## src/rtl/dbc_pkg.sv

```systemverilog
package dbc_pkg;

    typedef enum logic [2:0] {
        CMD_NOP    = 3'd0,
        CMD_PRE    = 3'd1,
        CMD_ACT    = 3'd2,
        CMD_RD     = 3'd3,
        CMD_WR     = 3'd4,
        CMD_REFACT = 3'd5
    } cmd_e;

    typedef enum logic [2:0] {
        S_IDLE,
        S_PRECH,
        S_ACTIVATE,
        S_COLUMN,
        S_REF_PRECH,
        S_REF_ACT,
        S_REF_RESTORE
    } state_e;

endpackage

```

## src/rtl/dbc_bank_array.sv

```systemverilog
module dbc_bank_array
    import dbc_pkg::*;
#(
    parameter int ROW_W  = 3,
    parameter int COL_W  = 3,
    parameter int DATA_W = 8,
    localparam int CA_W  = (ROW_W > COL_W) ? ROW_W : COL_W,
    localparam int ROWS  = 1 << ROW_W,
    localparam int COLS  = 1 << COL_W
) (
    input  logic              clk,
    input  logic              rst_n,
    input  cmd_e              cmd,
    input  logic [CA_W-1:0]   cmd_addr,
    input  logic [DATA_W-1:0] wdata,
    output logic [DATA_W-1:0] rdata
);

    logic [ROW_W-1:0]  sense_row;
    logic [COL_W-1:0]  col_sel;
    logic [DATA_W-1:0] row_word [ROWS];

    assign col_sel = cmd_addr[COL_W-1:0];

    // Sense amplifiers latch the row named by an activate of either kind.
    always_ff @(posedge clk) begin
        if (!rst_n) begin
            sense_row <= '0;
        end else if (cmd == CMD_ACT || cmd == CMD_REFACT) begin
            sense_row <= cmd_addr[ROW_W-1:0];
        end
    end

    for (genvar r = 0; r < ROWS; r++) begin : g_row
        logic [DATA_W-1:0] cells [COLS];

        always_ff @(posedge clk) begin
            if (cmd == CMD_WR && sense_row == ROW_W'(r)) begin
                cells[col_sel] <= wdata;
            end
        end

        assign row_word[r] = cells[col_sel];
    end

    always_ff @(posedge clk) begin
        if (!rst_n) begin
            rdata <= '0;
        end else if (cmd == CMD_RD) begin
            rdata <= row_word[sense_row];
        end
    end

endmodule

```

## src/rtl/dbc_refresh_timer.sv

```systemverilog
module dbc_refresh_timer #(
    parameter int ROW_W        = 3,
    parameter int REF_INTERVAL = 64,
    localparam int TW          = (REF_INTERVAL > 2) ? $clog2(REF_INTERVAL) : 1
) (
    input  logic             clk,
    input  logic             rst_n,
    input  logic             ack,
    output logic             pending,
    output logic [ROW_W-1:0] ref_row
);

    logic [TW-1:0] tick_cnt;
    logic          tick;

    assign tick = (tick_cnt == TW'(REF_INTERVAL - 1));

    always_ff @(posedge clk) begin
        if (!rst_n) begin
            tick_cnt <= '0;
            pending  <= 1'b0;
            ref_row  <= '0;
        end else begin
            tick_cnt <= tick ? '0 : tick_cnt + 1'b1;
            if (tick) begin
                pending <= 1'b1;
            end else if (ack) begin
                pending <= 1'b0;
            end
            if (ack) begin
                ref_row <= ref_row + 1'b1;
            end
        end
    end

endmodule

```

## src/rtl/dbc_sequencer.sv

```systemverilog
module dbc_sequencer
    import dbc_pkg::*;
#(
    parameter int ROW_W  = 3,
    parameter int COL_W  = 3,
    parameter int DATA_W = 8,
    parameter int T_RP   = 2,
    parameter int T_RCD  = 2,
    parameter int T_CL   = 2,
    parameter int T_RST  = 2,
    localparam int REQ_W = ROW_W + COL_W,
    localparam int CA_W  = (ROW_W > COL_W) ? ROW_W : COL_W,
    localparam int MAXT_A = (T_RP > T_RCD) ? T_RP : T_RCD,
    localparam int MAXT_B = (T_CL > T_RST) ? T_CL : T_RST,
    localparam int MAXT   = (MAXT_A > MAXT_B) ? MAXT_A : MAXT_B,
    localparam int CNT_W  = $clog2(MAXT + 1)
) (
    input  logic              clk,
    input  logic              rst_n,
    input  logic              req_valid,
    input  logic              req_write,
    input  logic [REQ_W-1:0]  req_addr,
    input  logic [DATA_W-1:0] req_wdata,
    output logic              req_ready,
    input  logic              ref_pending,
    input  logic [ROW_W-1:0]  ref_row,
    output logic              ref_ack,
    input  logic [DATA_W-1:0] arr_rdata,
    output cmd_e              cmd,
    output logic [CA_W-1:0]   cmd_addr,
    output logic [DATA_W-1:0] wr_data,
    output logic              rd_valid,
    output logic [DATA_W-1:0] rd_data
);

    state_e            state, state_nx;
    logic [CNT_W-1:0]  cnt;
    logic [CNT_W-1:0]  dur_last;
    logic              step_done;
    logic              accept;
    logic              row_hit;
    logic [ROW_W-1:0]  in_row;
    logic [COL_W-1:0]  in_col;
    logic [ROW_W-1:0]  lat_row;
    logic [COL_W-1:0]  lat_col;
    logic              lat_we;
    logic [DATA_W-1:0] lat_wdata;
    logic              open_valid;
    logic [ROW_W-1:0]  open_row;

    assign in_row  = req_addr[REQ_W-1:COL_W];
    assign in_col  = req_addr[COL_W-1:0];
    assign row_hit = open_valid && (open_row == in_row);
    assign accept  = req_valid && req_ready;

    // Length of the current timed state, minus one.
    always_comb begin
        unique case (state)
            S_PRECH, S_REF_PRECH:  dur_last = CNT_W'(T_RP - 1);
            S_ACTIVATE, S_REF_ACT: dur_last = CNT_W'(T_RCD - 1);
            S_COLUMN:              dur_last = CNT_W'(T_CL - 1);
            S_REF_RESTORE:         dur_last = CNT_W'(T_RST - 1);
            default:               dur_last = '0;
        endcase
    end

    assign step_done = (cnt == dur_last);

    // Next-state logic.
    always_comb begin
        state_nx = state;
        unique case (state)
            S_IDLE: begin
                if (ref_pending) begin
                    state_nx = S_REF_PRECH;
                end else if (req_valid) begin
                    state_nx = row_hit ? S_COLUMN : S_PRECH;
                end
            end
            S_PRECH:       if (step_done) state_nx = S_ACTIVATE;
            S_ACTIVATE:    if (step_done) state_nx = S_COLUMN;
            S_COLUMN:      if (step_done) state_nx = S_IDLE;
            S_REF_PRECH:   if (step_done) state_nx = S_REF_ACT;
            S_REF_ACT:     if (step_done) state_nx = S_REF_RESTORE;
            S_REF_RESTORE: if (step_done) state_nx = S_IDLE;
            default:       state_nx = S_IDLE;
        endcase
    end

    // State register and in-state cycle counter.
    always_ff @(posedge clk) begin
        if (!rst_n) begin
            state <= S_IDLE;
            cnt   <= '0;
        end else begin
            state <= state_nx;
            cnt   <= (state_nx != state) ? '0 : cnt + 1'b1;
        end
    end

    // Outputs: handshake and the command of the first cycle of each state.
    always_comb begin
        req_ready = (state == S_IDLE) && !ref_pending;
        ref_ack   = (state == S_IDLE) && ref_pending;
        cmd       = CMD_NOP;
        cmd_addr  = '0;
        wr_data   = lat_wdata;
        if (cnt == '0) begin
            unique case (state)
                S_PRECH, S_REF_PRECH: cmd = CMD_PRE;
                S_ACTIVATE: begin
                    cmd      = CMD_ACT;
                    cmd_addr = CA_W'(lat_row);
                end
                S_REF_ACT: begin
                    cmd      = CMD_REFACT;
                    cmd_addr = CA_W'(lat_row);
                end
                S_COLUMN: begin
                    cmd      = lat_we ? CMD_WR : CMD_RD;
                    cmd_addr = CA_W'(lat_col);
                end
                default: cmd = CMD_NOP;
            endcase
        end
    end

    // Request latch, open-row tracking and read return.
    always_ff @(posedge clk) begin
        if (!rst_n) begin
            lat_row    <= '0;
            lat_col    <= '0;
            lat_we     <= 1'b0;
            lat_wdata  <= '0;
            open_valid <= 1'b0;
            open_row   <= '0;
            rd_valid   <= 1'b0;
            rd_data    <= '0;
        end else begin
            if (accept) begin
                lat_row   <= in_row;
                lat_col   <= in_col;
                lat_we    <= req_write;
                lat_wdata <= req_wdata;
            end else if (ref_ack) begin
                lat_row <= ref_row;
            end
            if (state == S_REF_PRECH) begin
                open_valid <= 1'b0;
            end else if (state == S_ACTIVATE && cnt == '0) begin
                open_valid <= 1'b1;
                open_row   <= lat_row;
            end
            rd_valid <= (state == S_COLUMN) && step_done && !lat_we;
            if ((state == S_COLUMN) && step_done && !lat_we) begin
                rd_data <= arr_rdata;
            end
        end
    end

endmodule

```

## src/rtl/dram_bank_ctrl.sv

```systemverilog
module dram_bank_ctrl
    import dbc_pkg::*;
#(
    parameter int ROW_W        = 3,
    parameter int COL_W        = 3,
    parameter int DATA_W       = 8,
    parameter int T_RP         = 2,
    parameter int T_RCD        = 2,
    parameter int T_CL         = 2,
    parameter int T_RST        = 2,
    parameter int REF_INTERVAL = 64,
    localparam int REQ_W       = ROW_W + COL_W,
    localparam int CA_W        = (ROW_W > COL_W) ? ROW_W : COL_W
) (
    input  logic              clk,
    input  logic              rst_n,
    input  logic              req_valid,
    output logic              req_ready,
    input  logic              req_write,
    input  logic [REQ_W-1:0]  req_addr,
    input  logic [DATA_W-1:0] req_wdata,
    output logic              rd_valid,
    output logic [DATA_W-1:0] rd_data,
    output logic [2:0]        cmd_code,
    output logic [CA_W-1:0]   cmd_addr
);

    cmd_e              cmd;
    logic              ref_pending;
    logic              ref_ack;
    logic [ROW_W-1:0]  ref_row;
    logic [DATA_W-1:0] arr_rdata;
    logic [DATA_W-1:0] wr_data;

    dbc_refresh_timer #(
        .ROW_W        (ROW_W),
        .REF_INTERVAL (REF_INTERVAL)
    ) u_timer (
        .clk     (clk),
        .rst_n   (rst_n),
        .ack     (ref_ack),
        .pending (ref_pending),
        .ref_row (ref_row)
    );

    dbc_sequencer #(
        .ROW_W  (ROW_W),
        .COL_W  (COL_W),
        .DATA_W (DATA_W),
        .T_RP   (T_RP),
        .T_RCD  (T_RCD),
        .T_CL   (T_CL),
        .T_RST  (T_RST)
    ) u_seq (
        .clk         (clk),
        .rst_n       (rst_n),
        .req_valid   (req_valid),
        .req_write   (req_write),
        .req_addr    (req_addr),
        .req_wdata   (req_wdata),
        .req_ready   (req_ready),
        .ref_pending (ref_pending),
        .ref_row     (ref_row),
        .ref_ack     (ref_ack),
        .arr_rdata   (arr_rdata),
        .cmd         (cmd),
        .cmd_addr    (cmd_addr),
        .wr_data     (wr_data),
        .rd_valid    (rd_valid),
        .rd_data     (rd_data)
    );

    dbc_bank_array #(
        .ROW_W  (ROW_W),
        .COL_W  (COL_W),
        .DATA_W (DATA_W)
    ) u_array (
        .clk      (clk),
        .rst_n    (rst_n),
        .cmd      (cmd),
        .cmd_addr (cmd_addr),
        .wdata    (wr_data),
        .rdata    (arr_rdata)
    );

    assign cmd_code = cmd;

endmodule

```

## config.mk

```make
export PLATFORM = sky130hd
export DESIGN_NAME = dram_bank_ctrl
export DESIGN_NICKNAME = d
export VERILOG_FILES = /design/src/rtl/dbc_pkg.sv /design/src/rtl/dbc_bank_array.sv /design/src/rtl/dbc_refresh_timer.sv /design/src/rtl/dbc_sequencer.sv /design/src/rtl/dram_bank_ctrl.sv
export SDC_FILE = /design/constraint.sdc
export NUM_CORES = 1
export LEC_CHECK = 0
export ABC_AREA = 0
export BUFFER_PORTS_ARGS = -buffer_cell sky130_fd_sc_hd__buf_2
export CORE_MARGIN = 1
export CORE_UTILIZATION = 55
export CTS_BUF_LIST = sky130_fd_sc_hd__clkbuf_16
export DETAILED_ROUTE_END_ITERATION = 10
export PLACE_DENSITY = 0.69
export SETUP_SLACK_MARGIN = 0.15
export SKIP_CTS_REPAIR_TIMING = 1
export SYNTH_ARGS = -nofsm -noshare
export SYNTH_HDL_FRONTEND = slang
export SYNTH_SLANG_ARGS = --single-unit
```

## constraint.sdc

```tcl
create_clock -name clk -period 3.7 [get_ports clk]
set_input_delay 0.74 -clock clk [delete_from_list [all_inputs] [get_ports clk]]
set_output_delay 0.74 -clock clk [all_outputs]
set_load 0.03 [all_outputs]
```

# After elaboration in Yosys (flattened, before gate mapping)

Memory sizes are Yosys's and may differ from the RTL's.
Cells that the tools add are included.

Add/sub/neg operators: 3
Magnitude comparators: 1
Eq/ne operators: 21
Multiplexer cells: 38
Bitwise operators: 3
Reductions and logical operators: 31

Operators by type and width:

| cell                                                                  | count |
|---|---|
| 3-bit two-way mux                                                     | 12 |
| 3-bit equality test, second input constant                            | 9 |
| 8-bit binary-select mux with 3-bit select                             | 1 |
| 1-bit two-way mux                                                     | 19 |
| 3-bit by 2-bit equality test with 1-bit output, second input constant | 6 |
| 3-bit case mux with 6 select lines                                    | 1 |
| 8-bit two-way mux                                                     | 2 |
| 1-bit logical AND                                                     | 15 |
| 3-bit case mux with 4 select lines                                    | 1 |
| 2-bit OR reduction                                                    | 6 |
| 6-bit by 1-bit adder with 6-bit output, second input constant         | 1 |
| 3-bit by 1-bit equality test with 1-bit output, second input constant | 2 |
| 6-bit equality test, second input constant                            | 1 |
| 3-bit zero test                                                       | 2 |
| 3-bit case mux with 2 select lines                                    | 1 |
| 6-bit OR reduction                                                    | 1 |
| 4-bit greater-or-equal comparator, second input constant              | 1 |
| 3-bit NOT with 4-bit output                                           | 1 |
| 2-bit nonzero test                                                    | 2 |
| 3-bit by 1-bit adder with 3-bit output, second input constant         | 1 |
| 3-bit equality test                                                   | 1 |
| 3-bit != test                                                         | 1 |
| 2-bit by 1-bit adder with 2-bit output, second input constant         | 1 |
| 2-bit by 1-bit equality test with 1-bit output                        | 1 |
| other kinds (6)                                                       | 8 |

Bits in registers: 54
RAM bits: 512
Input bits: 18
Output and inout bits: 16
Word-level logic and storage cells: 120
Memories: 8

Memories:

| name                   | words | width | rd ports | clocked after memory_dff | wr ports | line                 | text |
|---|---|---|---|---|---|---|---|
| u_array.g_row[0].cells | 8     | 8     | 1        | 0                        | 1        | dbc_bank_array.sv:35 | `logic [DATA_W-1:0] cells [COLS];` |
| u_array.g_row[1].cells | 8     | 8     | 1        | 0                        | 1        | dbc_bank_array.sv:35 |  |
| u_array.g_row[2].cells | 8     | 8     | 1        | 0                        | 1        | dbc_bank_array.sv:35 |  |
| u_array.g_row[3].cells | 8     | 8     | 1        | 0                        | 1        | dbc_bank_array.sv:35 |  |
| u_array.g_row[4].cells | 8     | 8     | 1        | 0                        | 1        | dbc_bank_array.sv:35 |  |
| u_array.g_row[5].cells | 8     | 8     | 1        | 0                        | 1        | dbc_bank_array.sv:35 |  |
| 2 more memories        | -     | -     | -        | -                        | -        | -                    |  |

# Longest topological paths before layout

Depth after elaboration: 8
Mapped depth: 13
Depth with buffers taken out: 10

# Cells and area by module

A second synthesis with hierarchy kept.

Cells, all modules: 1358
Area total of the unflattened synthesis: 22499.1 um2

Modules (own cells, without submodules):

| module            | instances | cells an instance | area an instance (um2) | seq. area each (um2) |
|---|---|---|---|---|
| dbc_bank_array    | 1         | 1142              | 20617.3                | 15595.0 |
| dbc_sequencer     | 1         | 177               | 1488.9                 | 660.6 |
| dbc_refresh_timer | 1         | 39                | 392.9                  | 200.2 |

# Worst setup path after synthesis

Ideal clock, no wire load.

Path type: reg-to-reg
Start point: reg u_seq.state[0]
End point: mem u_array.g_row[7].cells[2][0], enable pin
Setup time: 0.370 ns
Arrival time: 2.272 ns
Data required time: 3.330 ns
Slack: 1.058 ns
Cell stages (with the launch flop): 10
Path buffers: 4
Path through: dfxtp_1 buf_2 buf_4 nand4b_1 nand3_1 buf_2 nor2_1 buf_2 nand2_1 nor2_1

Cells in the longest elaborated chain, start to end: 8
Elaborated cells on any way between the ends: 15

Ends and longest elaborated chain:

| item                                                                                         | line                 | text |
|---|---|---|
| start: declaration                                                                           | dbc_sequencer.sv:36  | `state_e state, state_nx;` |
| start signal: assignment                                                                     | dbc_sequencer.sv:96  | `state <= state_nx;` |
| 3-bit by 1-bit equality test with 1-bit output / 3-bit equality test (equally long branches) | dbc_sequencer.sv:109 | `unique case (state)` |
| 2-bit OR reduction                                                                           | dbc_sequencer.sv:109 |  |
| 3-bit case mux with 4 select lines                                                           | dbc_sequencer.sv:109 |  |
| 3-bit two-way mux                                                                            | dbc_sequencer.sv:108 | `if (cnt == '0) begin` |
| 3-bit equality test                                                                          | dbc_bank_array.sv:38 | `if (cmd == CMD_WR && sense_row == ROW_W'(r)) begin` |
| 1-bit logical AND                                                                            | dbc_bank_array.sv:38 |  |
| 1-bit two-way mux                                                                            | dbc_bank_array.sv:38 |  |
| 1-bit two-way mux (implied by the code)                                                      | dbc_bank_array.sv:39 | `cells[col_sel] <= wdata;` |
| end: declaration                                                                             | dbc_bank_array.sv:35 |  |

Several ways; a longest one is shown, not always the timed one.

# Worst setup path after layout

Start point: reg u_seq.state[0]
End point: reg u_array.rdata[6]

Cells in the longest elaborated chain, start to end: 8
Elaborated cells on any way between the ends: 23

Ends and longest elaborated chain:

| item                                                                                         | line                 | text |
|---|---|---|
| 3-bit equality test / 3-bit by 2-bit equality test with 1-bit output (equally long branches) | dbc_sequencer.sv:109 |  |
| 2-bit OR reduction (no line)                                                                 | -                    |  |
| 3-bit case mux with 2 select lines                                                           | dbc_sequencer.sv:109 |  |
| 3-bit two-way mux                                                                            | dbc_sequencer.sv:108 |  |
| memory 8 x 8 bit                                                                             | -                    |  |
| 8-bit binary-select mux with 3-bit select                                                    | dbc_bank_array.sv:50 | `rdata <= row_word[sense_row];` |
| 8-bit two-way mux (implied by the code) (2 in series)                                        | dbc_bank_array.sv:50 |  |
| end signal: assignment                                                                       | dbc_bank_array.sv:50 |  |
| end: declaration                                                                             | dbc_bank_array.sv:16 | `output logic [DATA_W-1:0] rdata` |

Several ways; a longest one is shown, not always the timed one. The select of a mux whose other input is x is not followed.
A chain may end at the register's enable or synchronous reset.

==> impl_metrics.yaml <==
outcome:
  status: "completed"
critical_path:
  path_cells: "buf_4 -> and4b_1 -> o31ai_4 -> buf_4 -> nor3_4 -> buf_4 -> a222oi_1 -> nand3_1 -> a21o_1 -> a211oi_1 -> o41ai_1"
  crit_type: "flop to flop"
  crit_fanout: 22
  cp.arrival_ns: 4.00
  required_ns: 4.18
  cp-start-kind: "flop"
  crit_path_frequent_cell: "buf_4"
  cpMaxStageDelayCell: "a211oi_1"
  endpoint_kind: "flop"
  critPathMaxStageDelay_ns: 0.60
synth:
  yosysWarningCount: 0
  ys_async_sr_fraction_pct: 0
  synth_cell_types: 77
  ys.flop_type: "edfxtp_1"
  syn_nets: 1483
  ys_ff_latch: 566
  netlist_instances: 1462
  ys_seq_area_share_pct: 74.79
  postSynthAreaPerCell_um2: 15.05
  synth_edf_count: 512
  syn_area_um2: 22000
detailed_routing:
  firstDrtPassIters: 8
  num_vias: 14800
  drc: 0
  wl_per_cell_um: 30.53
  vias_per_cell: 6.844
  detail_route.iter0.violations: 2457
  wl_um: 66000
  drt.antenna.violating_nets: 0
die:
  fp.dieW_um: 202.0
  ios: 34
  core_um2: 39010
  num_rows: 72
  die_h_um: 202.0
  start_util_pct: 56.41
  dieArea_um2: 40810
grt:
  antenna_found_initial: 2
  grt_pass1_wl_um: 95210
  grt_overflow: 0
  grt_max_degree: 54
  first_global_vias: 13910
  track_usage_pct: 32.66
cts:
  tritoncts: "built"
  cts-buffers-inserted: 54
  cts_buffer_depth: 3
  clock_latency_ns: 0.63
  htreeDepth: 2
  path_clk_slew_ns: 0.06
  root_buffer: "clkbuf_16"
  cts.sinks: 566
timing:
  slew_violations: 0
  final-setup-viol-count: 0
  rsz0062_at_grt: "true"
  fin_worst_skew_ns: 0.02398
  timing.fmax_ghz: 0.2836
  fin_crit_ns: 3.526
  slew_headroom_pct: 15.79
  timing.final.crit_share_pct: 95.30
  report.final.hold_viol_count: 0
  tightest_slew_ns: 1.263
placement:
  dp_cells: 2059
  place_hpwl_um: 41100
  portBuffers: 33
  globalplace.congestion: 0.9553
power:
  p_per_area_nw_per_um2: 545.5
  ir_drop_uv: 408.3
  p_leak_nw: 8.429
  power_mw: 13.84
hold_path:
  min_path_type: "input pin to flop"
layout:
  stdcell_count: 2162
  area_growth_pct: 15.35
  nets: 1618
  fillers: 2766
  drive_gt1_share_pct: 17.47
  final_core_util_pct: 65.07
flow_run:
  maxCapViolations: 0
==> logic make-up after synthesis <==
| family | count (synthesis) | share of synthesized area [%] |
|---|---|---|
| AND/OR/NAND/NOR | 388 | 8.330 |
| buffers and inverters | 96 | 1.985 |
| AO/OA/AOI/OAI | 355 | 12.28 |
| adder cells (fa/ha/maj) | 4 | 0.2161 |
| XOR/XNOR | 10 | 0.3980 |
| multiplexers | 43 | 2.007 |
| flip-flops | 566 | 74.79 |
==> worst max-delay path: cells and delay by family (launching register included) <==
family	cells	cell delay, ns
AOI/OAI and AO/OA	5	1.71
buffers and inverters	3	0.77
and+or+nand+nor	3	0.49
DFF	1	0.38
==> registers in the layout (all words and copies together) (netlist names), 2 cells and up <==
register             flops
u_seq.state              3
u_seq.open_row           3
u_timer.ref_row          3
u_array.rdata            8
u_seq.wr_data            8
u_seq.lat_row            3
u_seq.lat_col            3
u_seq.cnt                2
u_array.g_row.cells    512
u_timer.tick_cnt         6
u_seq.rd_data            8
u_array.sense_row        3
==> metal layers <==
| metal | share of wire, % | GRT usage (%) |
|---|---|---|
| met5 | 0.021 | 0 |
| met4 | 4.8 | 15.21 |
| met3 | 13 | 7.739 |
| met2 | 45 | 48.94 |
| met1 | 37 | 45.52 |
==> power breakdown <==
part | switching [mW] | internal, mW
clock | 2.41 | 3.06
combinational | 0.671 | 0.305
sequential | 0.230 | 7.17
total | 3.31 | 10.5
==> path summary, 6_finish.rpt <==
check                                               startpoint                        endpoint  slack, ns  cells past startpoint
worst min-delay path                              req_wdata[0]   u_seq.wr_data[0]$_SDFFE_PN0P_       0.38                      3
worst min register to register  u_timer.tick_cnt[0]$_SDFF_PP0_  u_timer.tick_cnt[0]$_SDFF_PP0_       0.45                      1
worst max-delay path                 u_seq.state[0]$_SDFF_PN0_   u_array.rdata[6]$_SDFFE_PN0N_       0.17                     11
worst max register to register       u_seq.state[0]$_SDFF_PN0_   u_array.rdata[6]$_SDFFE_PN0N_       0.17                     11
==> metrics by stage <==
| stage | hold slack (ns) | setup TNS, ns | area (µm²) | setup WS, ns |
|---|---|---|---|---|
| 6_report | 0.3798 | 0 | 25380 | 0.1738 |
| 5_1_grt | 0.3623 | 0 | 25380 | 0.1232 |
| 4_1_cts | 0.3692 | -0.007083 | 25360 | -0.007083 |
| 3_5_place_dp | 0.4418 | 0 | 23620 | 0.01947 |
| 3_3_place_gp | 0.4324 | 0 | 23620 | 0.04428 |
| 2_1_floorplan | 0.4175 | 0 | 22000 | 1.058 |
==> cells in the mapped netlist, types with 9 or more instances <==
cell	instances	share of area, %
edfxtp_1	512	70
nand2_1	172	2.9
nor2_1	96	1.6
a21oi_1	68	1.5
a22oi_1	59	2.0
dfxtp_1	54	4.9
a221oi_1	41	1.6
buf_2	37	0.84
nand3_1	36	0.82
clkbuf_1	35	0.60
mux2i_1	34	1.5
a21boi_0	22	0.75
a22o_1	19	0.76
a222oi_1	18	0.82
o21ai_0	13	0.30
nor2b_1	12	0.34
a31oi_1	11	0.31
nor3_1	11	0.25
a221o_1	10	0.45
o2111ai_1	10	0.40
mux2_2	9	0.46
nand4_1	9	0.26
o2bb2ai_1	9	0.36
==> placed cells by master, fill, tap and decap left out, drive strengths merged, types with 19 or more instances in the layout <==
cell	n
nor2	96
clkinv	25
edfxtp	512
nand2	172
a22oi	59
clkbuf	55
a21oi	68
mux2i	34
nand3	36
dfxtp	54
buf	163
a22o	19
a221oi	41
a21boi	22
inv	23
==> cell type report <==
type,count,area (µm²),area share (%)
diodes,1,2.502,0.009859
clock buffers,55,1376,5.423
clock inverters,47,371.6,1.464
inverters,12,45.04,0.1775
multi-input cells,800,5187,20.44
flip-flops and latches,566,16470,64.88
well taps,518,648.1,2.554
repair buffers,163,1282,5.053
Power figures use the tool's default switching activity.
